### config.mk
export PLATFORM = sky130hd
export DESIGN_NAME = i2c_alu_regs
export DESIGN_NICKNAME = d
export VERILOG_FILES = /design/src/rtl/i2c_alu_pkg.sv /design/src/rtl/i2c_alu_core.sv /design/src/rtl/i2c_bus_sense.sv /design/src/rtl/i2c_reg_node.sv /design/src/rtl/i2c_alu_regs.sv
export SDC_FILE = /design/constraint.sdc
export NUM_CORES = 1
export LEC_CHECK = 0
export BUFFER_PORTS_ARGS = -buffer_cell sky130_fd_sc_hd__buf_4
export CORE_UTILIZATION = 47
export DETAILED_ROUTE_END_ITERATION = 6
export PLACE_DENSITY_LB_ADDON = 0.08
export REMOVE_ABC_BUFFERS = 1
export SLEW_MARGIN = 10
export SYNTH_ARGS = -nofsm -noshare
export SYNTH_HDL_FRONTEND = slang
export SYNTH_SLANG_ARGS = --single-unit
### constraint.sdc
create_clock -name clk -period 3.2 [get_ports clk]
set_clock_uncertainty 0.05 [all_clocks]
set_input_delay 0.48 -clock clk [delete_from_list [all_inputs] [get_ports clk]]
set_output_delay 0.48 -clock clk [all_outputs]
set_load 0.01 [all_outputs]
### src/rtl/i2c_alu_pkg.sv
package i2c_alu_pkg;

  localparam int BUS_ADDR_W = 7;
  localparam int OP_SEL_W   = 3;

  typedef enum logic [OP_SEL_W-1:0] {
    OP_ADD  = 3'd0,
    OP_SUB  = 3'd1,
    OP_AND  = 3'd2,
    OP_OR   = 3'd3,
    OP_XOR  = 3'd4,
    OP_SHL  = 3'd5,
    OP_SHR  = 3'd6,
    OP_PASS = 3'd7
  } alu_op_e;

  typedef enum logic [2:0] {
    ST_IDLE,
    ST_ADDR,
    ST_AACK,
    ST_WDATA,
    ST_WACK,
    ST_RDATA,
    ST_RACK
  } node_st_e;

endpackage

### src/rtl/i2c_alu_core.sv
module i2c_alu_core
  import i2c_alu_pkg::*;
#(
  parameter int DATA_W = 16
) (
  input  logic [DATA_W-1:0] a,
  input  logic [DATA_W-1:0] b,
  input  alu_op_e           op,
  output logic [DATA_W-1:0] y
);

  always_comb begin
    unique case (op)
      OP_ADD:  y = a + b;
      OP_SUB:  y = a - b;
      OP_AND:  y = a & b;
      OP_OR:   y = a | b;
      OP_XOR:  y = a ^ b;
      OP_SHL:  y = {a[DATA_W-2:0], 1'b0};
      OP_SHR:  y = {1'b0, a[DATA_W-1:1]};
      default: y = a;
    endcase
  end

endmodule

### src/rtl/i2c_bus_sense.sv
module i2c_bus_sense (
  input  logic clk,
  input  logic rst,
  input  logic scl_i,
  input  logic sda_i,
  output logic scl_lvl,
  output logic sda_lvl,
  output logic scl_rise,
  output logic scl_fall,
  output logic start_p,
  output logic stop_p
);

  logic scl_m, sda_m, scl_p, sda_p;

  always_ff @(posedge clk) begin
    if (rst) begin
      scl_m   <= 1'b1;
      sda_m   <= 1'b1;
      scl_lvl <= 1'b1;
      sda_lvl <= 1'b1;
      scl_p   <= 1'b1;
      sda_p   <= 1'b1;
    end else begin
      scl_m   <= scl_i;
      sda_m   <= sda_i;
      scl_lvl <= scl_m;
      sda_lvl <= sda_m;
      scl_p   <= scl_lvl;
      sda_p   <= sda_lvl;
    end
  end

  assign scl_rise = scl_lvl & ~scl_p;
  assign scl_fall = ~scl_lvl & scl_p;
  assign start_p  = scl_lvl & scl_p & sda_p & ~sda_lvl;
  assign stop_p   = scl_lvl & scl_p & ~sda_p & sda_lvl;

endmodule

### src/rtl/i2c_reg_node.sv
module i2c_reg_node
  import i2c_alu_pkg::*;
#(
  parameter int DATA_W   = 16,
  parameter bit WRITABLE = 1'b1
) (
  input  logic                  clk,
  input  logic                  rst,
  input  logic [BUS_ADDR_W-1:0] my_addr,
  input  logic                  scl_rise,
  input  logic                  scl_fall,
  input  logic                  start_p,
  input  logic                  stop_p,
  input  logic                  sda_bit,
  input  logic [DATA_W-1:0]     rd_value,
  output logic                  sda_pull,
  output logic                  wr_pulse,
  output logic [DATA_W-1:0]     wr_value
);

  localparam int NBYTES = DATA_W / 8;
  localparam int BCW    = (NBYTES > 1) ? $clog2(NBYTES) : 1;
  localparam int HOLD_W = DATA_W - 8;

  node_st_e          st;
  logic [3:0]        bitcnt;
  logic [7:0]        sh;
  logic [DATA_W-1:0] tx;
  logic [HOLD_W-1:0] hold;
  logic [BCW-1:0]    bcnt;
  logic              rw, seen, mack;

  always_ff @(posedge clk) begin
    wr_pulse <= 1'b0;
    if (rst) begin
      st       <= ST_IDLE;
      bitcnt   <= '0;
      sh       <= '0;
      tx       <= '0;
      hold     <= '0;
      bcnt     <= '0;
      rw       <= 1'b0;
      seen     <= 1'b0;
      mack     <= 1'b0;
      sda_pull <= 1'b0;
      wr_value <= '0;
    end else if (start_p) begin
      st       <= ST_ADDR;
      bitcnt   <= '0;
      bcnt     <= '0;
      seen     <= 1'b0;
      sda_pull <= 1'b0;
    end else if (stop_p) begin
      st       <= ST_IDLE;
      seen     <= 1'b0;
      sda_pull <= 1'b0;
    end else begin
      unique case (st)
        ST_ADDR: begin
          if (scl_rise) begin
            sh     <= {sh[6:0], sda_bit};
            bitcnt <= bitcnt + 4'd1;
          end else if (scl_fall && bitcnt == 4'd8) begin
            if (sh[7:1] == my_addr) begin
              st       <= ST_AACK;
              rw       <= sh[0];
              sda_pull <= 1'b1;
            end else begin
              st <= ST_IDLE;
            end
          end
        end
        ST_AACK: begin
          if (scl_rise) begin
            seen <= 1'b1;
          end else if (scl_fall && seen) begin
            seen   <= 1'b0;
            bitcnt <= '0;
            if (rw) begin
              st       <= ST_RDATA;
              tx       <= rd_value;
              sda_pull <= ~rd_value[DATA_W-1];
            end else begin
              st       <= ST_WDATA;
              sda_pull <= 1'b0;
            end
          end
        end
        ST_WDATA: begin
          if (scl_rise) begin
            sh     <= {sh[6:0], sda_bit};
            bitcnt <= bitcnt + 4'd1;
          end else if (scl_fall && bitcnt == 4'd8) begin
            st       <= ST_WACK;
            sda_pull <= 1'b1;
            bitcnt   <= '0;
            if (bcnt == BCW'(NBYTES - 1)) begin
              bcnt     <= '0;
              wr_pulse <= WRITABLE;
              wr_value <= {hold, sh};
            end else begin
              bcnt <= bcnt + BCW'(1);
              hold <= HOLD_W'({hold, sh});
            end
          end
        end
        ST_WACK: begin
          if (scl_rise) begin
            seen <= 1'b1;
          end else if (scl_fall && seen) begin
            seen     <= 1'b0;
            st       <= ST_WDATA;
            sda_pull <= 1'b0;
          end
        end
        ST_RDATA: begin
          if (scl_rise) begin
            bitcnt <= bitcnt + 4'd1;
          end else if (scl_fall) begin
            tx <= {tx[DATA_W-2:0], tx[DATA_W-1]};
            if (bitcnt == 4'd8) begin
              st       <= ST_RACK;
              bitcnt   <= '0;
              sda_pull <= 1'b0;
            end else begin
              sda_pull <= ~tx[DATA_W-2];
            end
          end
        end
        ST_RACK: begin
          if (scl_rise) begin
            seen <= 1'b1;
            mack <= ~sda_bit;
          end else if (scl_fall && seen) begin
            seen <= 1'b0;
            if (mack) begin
              st       <= ST_RDATA;
              sda_pull <= ~tx[DATA_W-1];
            end else begin
              st <= ST_IDLE;
            end
          end
        end
        default: ;
      endcase
    end
  end

endmodule

### src/rtl/i2c_alu_regs.sv
module i2c_alu_regs
  import i2c_alu_pkg::*;
#(
  parameter int DATA_W = 16
) (
  input  logic                  clk,
  input  logic                  rst,
  input  logic                  scl_i,
  input  logic                  sda_i,
  input  logic [BUS_ADDR_W-1:0] addr_opa,
  input  logic [BUS_ADDR_W-1:0] addr_opb,
  input  logic [BUS_ADDR_W-1:0] addr_ctl,
  input  logic [BUS_ADDR_W-1:0] addr_res,
  output logic                  scl_oe,
  output logic                  sda_oe
);

  localparam int NODES   = 4;
  localparam int RES_IDX = NODES - 1;

  logic scl_lvl, sda_lvl, scl_rise, scl_fall, start_p, stop_p;

  logic [BUS_ADDR_W-1:0] node_addr [NODES];
  logic [DATA_W-1:0]     node_rd   [NODES];
  logic [DATA_W-1:0]     node_wval [NODES];
  logic [NODES-1:0]      wr_vec;
  logic [NODES-1:0]      pull_vec;

  logic [DATA_W-1:0] op_a, op_b, ctl_r, res_r, alu_y;
  logic              upd_q;

  i2c_bus_sense u_sense (
    .clk      (clk),
    .rst      (rst),
    .scl_i    (scl_i),
    .sda_i    (sda_i),
    .scl_lvl  (scl_lvl),
    .sda_lvl  (sda_lvl),
    .scl_rise (scl_rise),
    .scl_fall (scl_fall),
    .start_p  (start_p),
    .stop_p   (stop_p)
  );

  assign node_addr[0] = addr_opa;
  assign node_addr[1] = addr_opb;
  assign node_addr[2] = addr_ctl;
  assign node_addr[3] = addr_res;

  assign node_rd[0] = op_a;
  assign node_rd[1] = op_b;
  assign node_rd[2] = ctl_r;
  assign node_rd[3] = res_r;

  for (genvar gi = 0; gi < NODES; gi++) begin : g_node
    i2c_reg_node #(
      .DATA_W   (DATA_W),
      .WRITABLE (gi != RES_IDX)
    ) u_node (
      .clk      (clk),
      .rst      (rst),
      .my_addr  (node_addr[gi]),
      .scl_rise (scl_rise),
      .scl_fall (scl_fall),
      .start_p  (start_p),
      .stop_p   (stop_p),
      .sda_bit  (sda_lvl),
      .rd_value (node_rd[gi]),
      .sda_pull (pull_vec[gi]),
      .wr_pulse (wr_vec[gi]),
      .wr_value (node_wval[gi])
    );
  end

  i2c_alu_core #(.DATA_W(DATA_W)) u_alu (
    .a  (op_a),
    .b  (op_b),
    .op (alu_op_e'(ctl_r[OP_SEL_W-1:0])),
    .y  (alu_y)
  );

  always_ff @(posedge clk) begin
    if (rst) begin
      op_a  <= '0;
      op_b  <= '0;
      ctl_r <= '0;
      res_r <= '0;
      upd_q <= 1'b0;
    end else begin
      if (wr_vec[0]) op_a  <= node_wval[0];
      if (wr_vec[1]) op_b  <= node_wval[1];
      if (wr_vec[2]) ctl_r <= node_wval[2];
      upd_q <= |wr_vec;
      if (upd_q) res_r <= alu_y;
    end
  end

  assign sda_oe = |pull_vec;
  assign scl_oe = 1'b0;

endmodule

==> Word level (Yosys, flattened, before mapping) <==
Index checks and enable logic that the tools add are counted.
{ "totals": {"reg_bits": 289, "inputBits": 32, "output_inout_bits": 2, "elab_cells": 580} }
{ "classes": {"n_addsub": 9, "eq_ne": 170, "n_mux": 215, "n_bitwise": 38, "n_reduce_logical": 89} }
{ "ops": {"columns": ["op", "count"], "rows": [
  ["$mux W16", 20],
  ["$mux W3", 60],
  ["$mux W4", 32],
  ["$pmux W16 S2", 4],
  ["$pmux W16 S7", 1],
  ["$reduce_and A14 Y1", 8],
  ["$ne A4 B4 Y1 const B", 27],
  ["$mux W1", 82],
  ["$ne A2 B1 Y1 const B", 38],
  ["$ne A4 B3 Y1 const B", 18],
  ["$pmux W3 S6", 4],
  ["$pmux W4 S4", 4],
  ["$reduce_and A8 Y1", 8],
  ["$ne A2 B2 Y1 const B", 30],
  ["$reduce_and A15 Y1", 4],
  ["$reduce_and A6 Y1", 10],
  ["$eq A3 B3 Y1 const B", 15],
  ["$reduce_and A4 Y1", 11],
  ["$reduce_bool A8 Y1", 4],
  ["$eq A3 B2 Y1 const B", 10],
  ["$eq A7 B7 Y1", 4],
  ["$ne A4 B1 Y1 const B", 7],
  ["$not A1 Y1", 28],
  ["$pmux W1 S6", 4],
  ["other kinds (24)", 88]
]} }

==> Depth between registers and ports, before layout <==
Gate-level depths: netlist of run 1.
{ "logic_depth": {"word_depth": 8, "ltp_mapped": 12, "depth_no_buf": 12} }

==> By module <==
A second synthesis of run 1 with hierarchy kept.
{ "hier_totals": {"cells_unflattened": 1899, "hier_area_um2": 16568.4} }
{ "modules_own_cells": {"columns": ["module", "instances", "cells_per_inst", "area_per_inst_um2", "seq_area_each_um2"], "rows": [
  ["i2c_reg_node (g_node[0].u_node ...)", 2, 333, 2930.3, 1221.2],
  ["i2c_reg_node (g_node[1].u_node)", 1, 308, 2907.8, 1221.2],
  ["i2c_reg_node (g_node[3].u_node)", 1, 339, 2786.4, 1201.2],
  ["i2c_alu_core", 1, 357, 2443.6, 0.0],
  ["i2c_alu_regs", 1, 213, 2379.8, 1301.2],
  ["i2c_bus_sense", 1, 16, 190.2, 120.1]
]} }

==> Worst setup path after synthesis of run 1 <==
OpenSTA, ideal clock, no wires.
{ "synth_timing": {"kind": "reg2reg", "startpoint": "register ctl_r[2]", "endpoint": "register res_r[8]", "setup_ps": 136, "arrival_ps": 2888, "required_ps": 3014, "setup_slack_ps": 127, "stages_incl_launch_ff": 13, "n_path_buf": 2, "synth_period_minus_slack_ps": 3073, "path_cell_list": "dfxtp_1 buf_2 buf_1 nor2_1 a31oi_1 xnor2_1 ha_1 a21o_4 a311o_2 a21oi_1 mux2_1 nor2_1 o32ai_1"} }
{ "synth_via": {"elab_chain_cells": 2, "word_cells_on_any_way": 8, "classes_between": "eq/ne: 6; mux: 1; reduce/logical: 1"} }
{ "synth_lines": {"columns": ["item", "line_no", "text"], "rows": [
  ["start, declared", "i2c_alu_regs.sv:29", "logic [DATA_W-1:0] op_a, op_b, ctl_r, res_r, alu_y;"],
  ["start signal, assigned", "i2c_alu_regs.sv:92", "if (wr_vec[2]) ctl_r <= node_wval[2];"],
  ["$eq A3 B3 Y1 (tied with other cells)", "i2c_alu_core.sv:13", "unique case (op)"],
  ["$pmux W16 S7 (*)", "i2c_alu_core.sv:13", null],
  ["end signal, assigned", "i2c_alu_regs.sv:94", "if (upd_q) res_r <= alu_y;"],
  ["end, declared", "i2c_alu_regs.sv:29", null]
]} }
Mark *: on every way between the ends. The rest lies on a longest branch, timed or not.
A chain may end at the register's enable or synchronous reset.

==> Final worst setup path of run 1 <==
{ "layout_timing": {"startpoint": "register op_b[1]", "endpoint": "register res_r[8]"} }
{ "layout_via": {"elab_chain_cells": 2, "word_cells_on_any_way": 3, "classes_between": "add/sub: 2; mux: 1"} }
{ "layout_lines": {"columns": ["item", "line_no", "text"], "rows": [
  ["start, declared", "i2c_alu_regs.sv:29", null],
  ["start signal, assigned", "i2c_alu_regs.sv:91", "if (wr_vec[1]) op_b <= node_wval[1];"],
  ["$sub A16 B16 Y16 or $add A16 B16 Y16 (tied branches)", "i2c_alu_core.sv:15, i2c_alu_core.sv:14", null],
  ["$pmux W16 S7 (*)", "i2c_alu_core.sv:13", null]
]} }
Marked as above.

==> metrics.txt, run 1 <==
Setup Viol. Count Final 0; outcome finished, final reports clean; First-pass DRT Iterations 5; switching share of power 22.0%; Sw Pwr 0.00170 W; synthesized instance count 1,776; Routed Antenna Nets 0; CP cell instances inv_1 -> ha_1 -> a31oi_1 -> xnor2_1 -> ha_1 -> a21o_4 -> a311o_2 -> a21oi_1 -> mux2_1 -> nor2_1 -> o32ai_1; DPL Wire Length 27,100 um; Critical Path AT 3.40 ns; largest net degree at the start of global routing 70; Worst path max stage delay 0.40 ns; chip height 182 um; Util after Layout 53.6%; Initial Utilization 47.9%; register area share after synthesis 38.0%; Reg power frac 47.1%; Die ar. 33,100 sq um; Worst Path Buf+Inv 1; Via-to-Cell Ratio 5.61; YS warnings 0; # port buffers 32; P&R area growth vs syn 11.8%; Final Hold Fails 0; H-tree levels 1; Root Driver clkbuf_16; Worst-Margin Slew 1.09 ns; total track usage 23.2%; combinational power share 3.2%; Slew HR 27.1%; crit path max fanout 6; CP Class flip-flop to flip-flop; Leak Pwr 6.76 nW; Core Rows 65; CTS tree yes; DRC errors left 0; Post-synth top flop dfxtp_1; initial antenna violation count 0; delay-heaviest family, CP compound AO/OA/AOI/OAI gates; Crit path required time 3.59 ns; period utilization 94.0%; EDFF count, synth 0; final WL 38,300 um; Final Critical Period 3.01 ns; global-route wire length before repair 62,700 um; dpl cells 2,152; vias in the first global route 11,700; Slew Limit Fails 0; library cells used by synthesis 86; fraction of registers with async set/reset 0%; worst skew pair latency 0.58 ns; clock slew at reported path FFs 0.07 ns; CP max stage cell a311o_2; FF+latch count, synth 289; Layout Nets 1,875; Starting DRT DRC Count 863; Post-Layout Cell Count 2,210; Avg Synthesized Cell Area 8.56 sq um; RSZ-0062 raised after global routing false; Critical Path End Type flip-flop; Post-Synthesis Cell Area 15,200 sq um; Peak Freq 332 MHz; diode count 0; Die Width 182 um; Synth top area share 38.0%; Final GP Congestion 0.937; Avg WL per Cell 17.3 um; internal power 0.00601 W; CTS Buffer Depth 3; min-delay worst type input pin to flip-flop; Worst IR Drop VDD 0.418 mV; Synth area leader dfxtp_1; vias 12,400; Worst Setup Start Kind flip-flop; clock power share 49.7%; Num Clock Sinks 289; Ports 34; share of post-route cells with drive strength above 1 10.7%; CP most frequent cell ha_1; # Max-Cap Violations 0; PwrDens 453 nW/um^2; Inserted Clock Buffers 31; top cells by area, synth dfxtp_1 38%, mux2i_1 13%, nor2_1 7.8%; GRT overflow 0; Core Footprint 31,700 sq um
[registers in the layout (all words and copies together), names as in the netlist]
name / count
ctl_r: 16
g_node.u_node.bcnt: 3
g_node.u_node.bitcnt: 16
g_node.u_node.hold: 24
g_node.u_node.mack: 4
g_node.u_node.rw: 4
g_node.u_node.sda_pull: 4
g_node.u_node.seen: 4
g_node.u_node.sh: 32
g_node.u_node.st: 12
g_node.u_node.tx: 64
g_node.u_node.wr_pulse: 3
g_node.u_node.wr_value: 48
op_a: 16
op_b: 16
res_r: 16
u_sense.scl_lvl: 1
u_sense.scl_m: 1
u_sense.scl_p: 1
u_sense.sda_lvl: 1
u_sense.sda_m: 1
u_sense.sda_p: 1
upd_q: 1
[cell type report]
class                           instances  area, sq um
Tap cell                              402          503
Timing Repair Buffer                   92          697
Clock inverter                         16          201
Inverter                               70          263
Clock buffer                           42          907
Sequential cell                       289         5790
Fill cell                            3041        14700
Multi-Input combinational cell       1299         8650
[repair_timing]
action,4_1_cts,5_1_grt
setup endpoints to repair,0,3
buffers inserted,0,0
hold buffers,0,0
resized for setup,0,3
[metal layers]
metal | GRT usage [%] | wire length (um)
met3 | 2.73 | 1420
met5 | 0 | 0
met4 | 6.52 | 1050
met2 | 39.5 | 18100
met1 | 30.9 | 17700
[final timing paths]
kind	startpoint	end	slack, ns	cells after the start
worst min register to register	u_sense.sda_m	u_sense.sda_lvl	0.35	1
worst min-delay path	scl_i	u_sense.scl_m	0.03	2
worst max-delay path	op_b[1]	res_r[8]	0.19	11
worst max register to register	op_b[1]	res_r[8]	0.19	11
[power groups by stage]
stage	sequential [W]	combinational [W]	clock (W)
2_1_floorplan	0.00370	0.000105	0
3_3_place_gp	0.00370	0.000245	0
3_5_place_dp	0.00370	0.000247	0
4_1_cts	0.00362	0.000248	0.00392
5_1_grt	0.00362	0.000271	0.00405
6_report	0.00362	0.000246	0.00383
[placed cells by master, fill, tap and decap left out, types with 10 or more instances in the layout]
| cell type | synthesis | layout |
|---|---|---|
| dfxtp_1 | 289 | 289 |
| a31oi_1 | 10 | 10 |
| nor3_1 | 29 | 29 |
| a221oi_1 | 13 | 13 |
| nor2_1 | 318 | 318 |
| a311oi_1 | 33 | 33 |
| nand3_1 | 58 | 58 |
| a21oi_1 | 74 | 74 |
| a211oi_1 | 45 | 45 |
| nand2b_1 | 17 | 17 |
| nand3b_1 | 14 | 14 |
| o21a_1 | 10 | 10 |
| inv_1 | 68 | 68 |
| buf_4 | 7 | 91 |
| nand2_1 | 124 | 124 |
| mux2i_1 | 198 | 198 |
| a22oi_1 | 13 | 13 |
| nor2b_1 | 16 | 16 |
| xnor2_1 | 37 | 37 |
| ha_1 | 59 | 59 |
| o21ai_0 | 47 | 47 |
| clkbuf_8 | 0 | 10 |
| a21o_1 | 12 | 12 |
| xor2_1 | 16 | 16 |
| clkbuf_16 | 0 | 31 |
[worst reg2reg max path, delay by kind of cell, from the launching register on]
family          cells  cell delay, ns
flops               1            0.38
xor+xnor            1            0.15
simple gates        1            0.12
compound gates      5            1.16
buf+inv             1            0.09
fa+ha+maj           2            0.58
mux                 1            0.34
[stage by stage]
stage | power (W) | hold slack (ns) | area [sq um] | TNS (ns) | setup slack (ns)
finish | 0.00770 | 0.0302 | 17000 | 0 | 0.191
global route | 0.00795 | 0.00889 | 17000 | 0 | 0.0195
CTS | 0.00780 | 0.00507 | 17000 | 0 | 0.184
detailed placement | 0.00395 | 0.344 | 15900 | 0 | 0.214
global placement | 0.00395 | 0.343 | 15900 | 0 | 0.249
floorplan | 0.00381 | 0.339 | 14700 | -1.94 | -0.446
[synthesized netlist by cell type (29+ instances only)]
| cell | instances |
|---|---|
| nor2_1 | 318 |
| dfxtp_1 | 289 |
| mux2i_1 | 198 |
| nand2_1 | 124 |
| clkbuf_1 | 75 |
| a21oi_1 | 74 |
| inv_1 | 68 |
| ha_1 | 59 |
| nand3_1 | 58 |
| o21ai_0 | 47 |
| a211oi_1 | 45 |
| xnor2_1 | 37 |
| a311oi_1 | 33 |
| nor3_1 | 29 |
[cell families after synthesis]
kind of cell               after synthesis  synth area share (%)
buffers and inverters                  188                  5.19
and+or+nand+nor                        646                  19.6
muxes                                  206                  13.7
AOI/OAI and AO/OA                      332                  15.3
other                                    1                0.0247
adders and majority gates               61                  5.05
DFF                                    289                  38.0
xor gates and xnor gates                53                  3.05
(Power assumes the default switching activity.)
==> inputs of run 2 (changes only) <==
--- a/config.mk
+++ b/config.mk
@@ -8,6 +8,7 @@
 export BUFFER_PORTS_ARGS = -buffer_cell sky130_fd_sc_hd__buf_4
 export CORE_UTILIZATION = 47
 export DETAILED_ROUTE_END_ITERATION = 6
+export MAX_ROUTING_LAYER = met4
 export PLACE_DENSITY_LB_ADDON = 0.08
 export REMOVE_ABC_BUFFERS = 1
 export SLEW_MARGIN = 10
==> run 2 against run 1 <==
Against the previous run:
- wire length rose by 0.79%
- worst hold slack improved by 0.075 ns
- sequential cell count did not move
==> metrics.txt, run 2 (synthesis gave the netlist of run 1 again) <==
DPL Wire Length 27,000 um; top flop regs g_node.u_node.tx (64), g_node.u_node.wr_value (48), g_node.u_node.sh (32); met2 Usage GRT 39.1%; clock slew at reported path FFs 0.06 ns; Avg WL per Cell 17.5 um; Final Hold Fails 0; H-tree levels 2; final WL 38,600 um; grt met3 use 2.67%; CP cell instances inv_1 -> ha_1 -> a31oi_1 -> xnor2_1 -> ha_1 -> a21o_4 -> a311o_2 -> a21oi_1 -> mux2_1 -> nor2_1 -> o32ai_1; diode count 0; CTS tree yes; CP max stage cell a311o_2; setup repair bufs after CTS 0; fin worst setup slack 0.190 ns; Fill cells 3,022; CP Class flip-flop to flip-flop; busiest grt layer met2; Die ar. 33,100 sq um; Ports 34; Util after Layout 53.8%; CP most frequent cell ha_1; Via-to-Cell Ratio 5.63; Setup Viol. Count Final 0; Worst Setup Start Kind flip-flop; period utilization 94.1%; P&R area growth vs syn 12.2%; Peak Freq 332 MHz; crit path max fanout 6; Die Width 182 um; share of post-route cells with drive strength above 1 10.3%; Slew HR 24.0%; global-route wire length before repair 62,900 um; Crit path required time 3.51 ns; vias 12,400; # Max-Cap Violations 0; First-pass DRT Iterations 5; PwrDens 464 nW/um^2; GRT overflow 0; area taken by flip-flops and latches 5790 sq um; dpl cells 2,152; worst skew pair latency 0.51 ns; commonest non-fill, non-tap cell in the layout nor2_1; Final Critical Period 3.01 ns; CTS Buffer Depth 3; min-delay worst type input pin to flip-flop; Worst IR Drop VDD 0.339 mV; Post-Layout Cell Count 2,210; # port buffers 32; hold slack 0.105 ns; Final GP Congestion 0.942; Core Rows 65; total track usage 24.1%; Starting DRT DRC Count 773; RSZ-0062 raised after global routing false; Initial Utilization 47.9%; Inserted Clock Buffers 35; DRC errors left 0; initial antenna violation count 0; Top reg by flops g_node.u_node.tx; post-place instance area 15,900 sq um; Root Driver clkbuf_16; CTS Hold Bufs 0; vias in the first global route 11,800; Routed Antenna Nets 0; Num Clock Sinks 289; Critical Path End Type flip-flop; max FFs per register 64; Worst-Margin Slew 1.14 ns; Multi-input gate area 8640 sq um; setup slack after placement 0.220 ns; Slew Limit Fails 0; Leak Pwr 6.79 nW; Critical Path AT 3.32 ns; commonest cells after routing, fill and taps aside 318 x nor2_1, 289 x dfxtp_1, 198 x mux2i_1, 124 x nand2_1, 90 x buf_4; cts repair resizes 0; Worst path max stage delay 0.40 ns; chip height 182 um; met1 usage in global routing 31.4%; outcome finished, final reports clean; largest net degree at the start of global routing 135; Core Footprint 31,700 sq um; Layout Nets 1,879; Design Area, Final 17,100 sq um
[run 2: worst paths after layout]
| kind | startpoint | cells after the start | to | slack, ns |
|---|---|---|---|---|
| hold / removal | scl_i | 2 | u_sense.scl_m | 0.10 |
| hold reg to reg | u_sense.sda_m | 1 | u_sense.sda_lvl | 0.36 |
| setup reg to reg | op_b[1] | 11 | res_r[8] | 0.19 |
| setup / recovery | op_b[1] | 11 | res_r[8] | 0.19 |
[run 2: report_power, final]
part           switching, W  internal, W
Sequential        0.0000160      0.00361
Clock               0.00151      0.00254
Combinational      0.000160    0.0000874
[run 2: cell type report]
| cell class | count | share of cell area (%) |
|---|---|---|
| timing repair buffer | 92 | 4.16 |
| sequential | 289 | 33.9 |
| inverter | 70 | 1.54 |
| clock buffer | 47 | 5.75 |
| tap | 402 | 2.95 |
| multi-input combinational | 1299 | 50.6 |
| clock inverter | 11 | 1.10 |
[run 2: per-layer routing]
metal,share of wire (%),vias up,wire length [um]
met4,2.7,0,1060
li1,-,6271,-
met5,0,-,0
met2,47,216,18200
met1,47,5882,18000
met3,3.5,67,1350
[run 2: per-stage QoR]
step,setup TNS (ns),power (W)
2_1_floorplan,-1.94,0.00381
3_3_place_gp,0,0.00395
3_5_place_dp,0,0.00395
4_1_cts,0,0.00803
5_1_grt,0,0.00820
6_report,0,0.00793
[run 2: worst max-delay path, delay by kind of cell, from the launching register on]
kind            cells  cell delay [ns]
compound gates      5             1.17
fa+ha+maj           2             0.64
flops               1             0.38
mux                 1             0.34
simple gates        1             0.11
buf+inv             1             0.10
xor+xnor            1             0.09
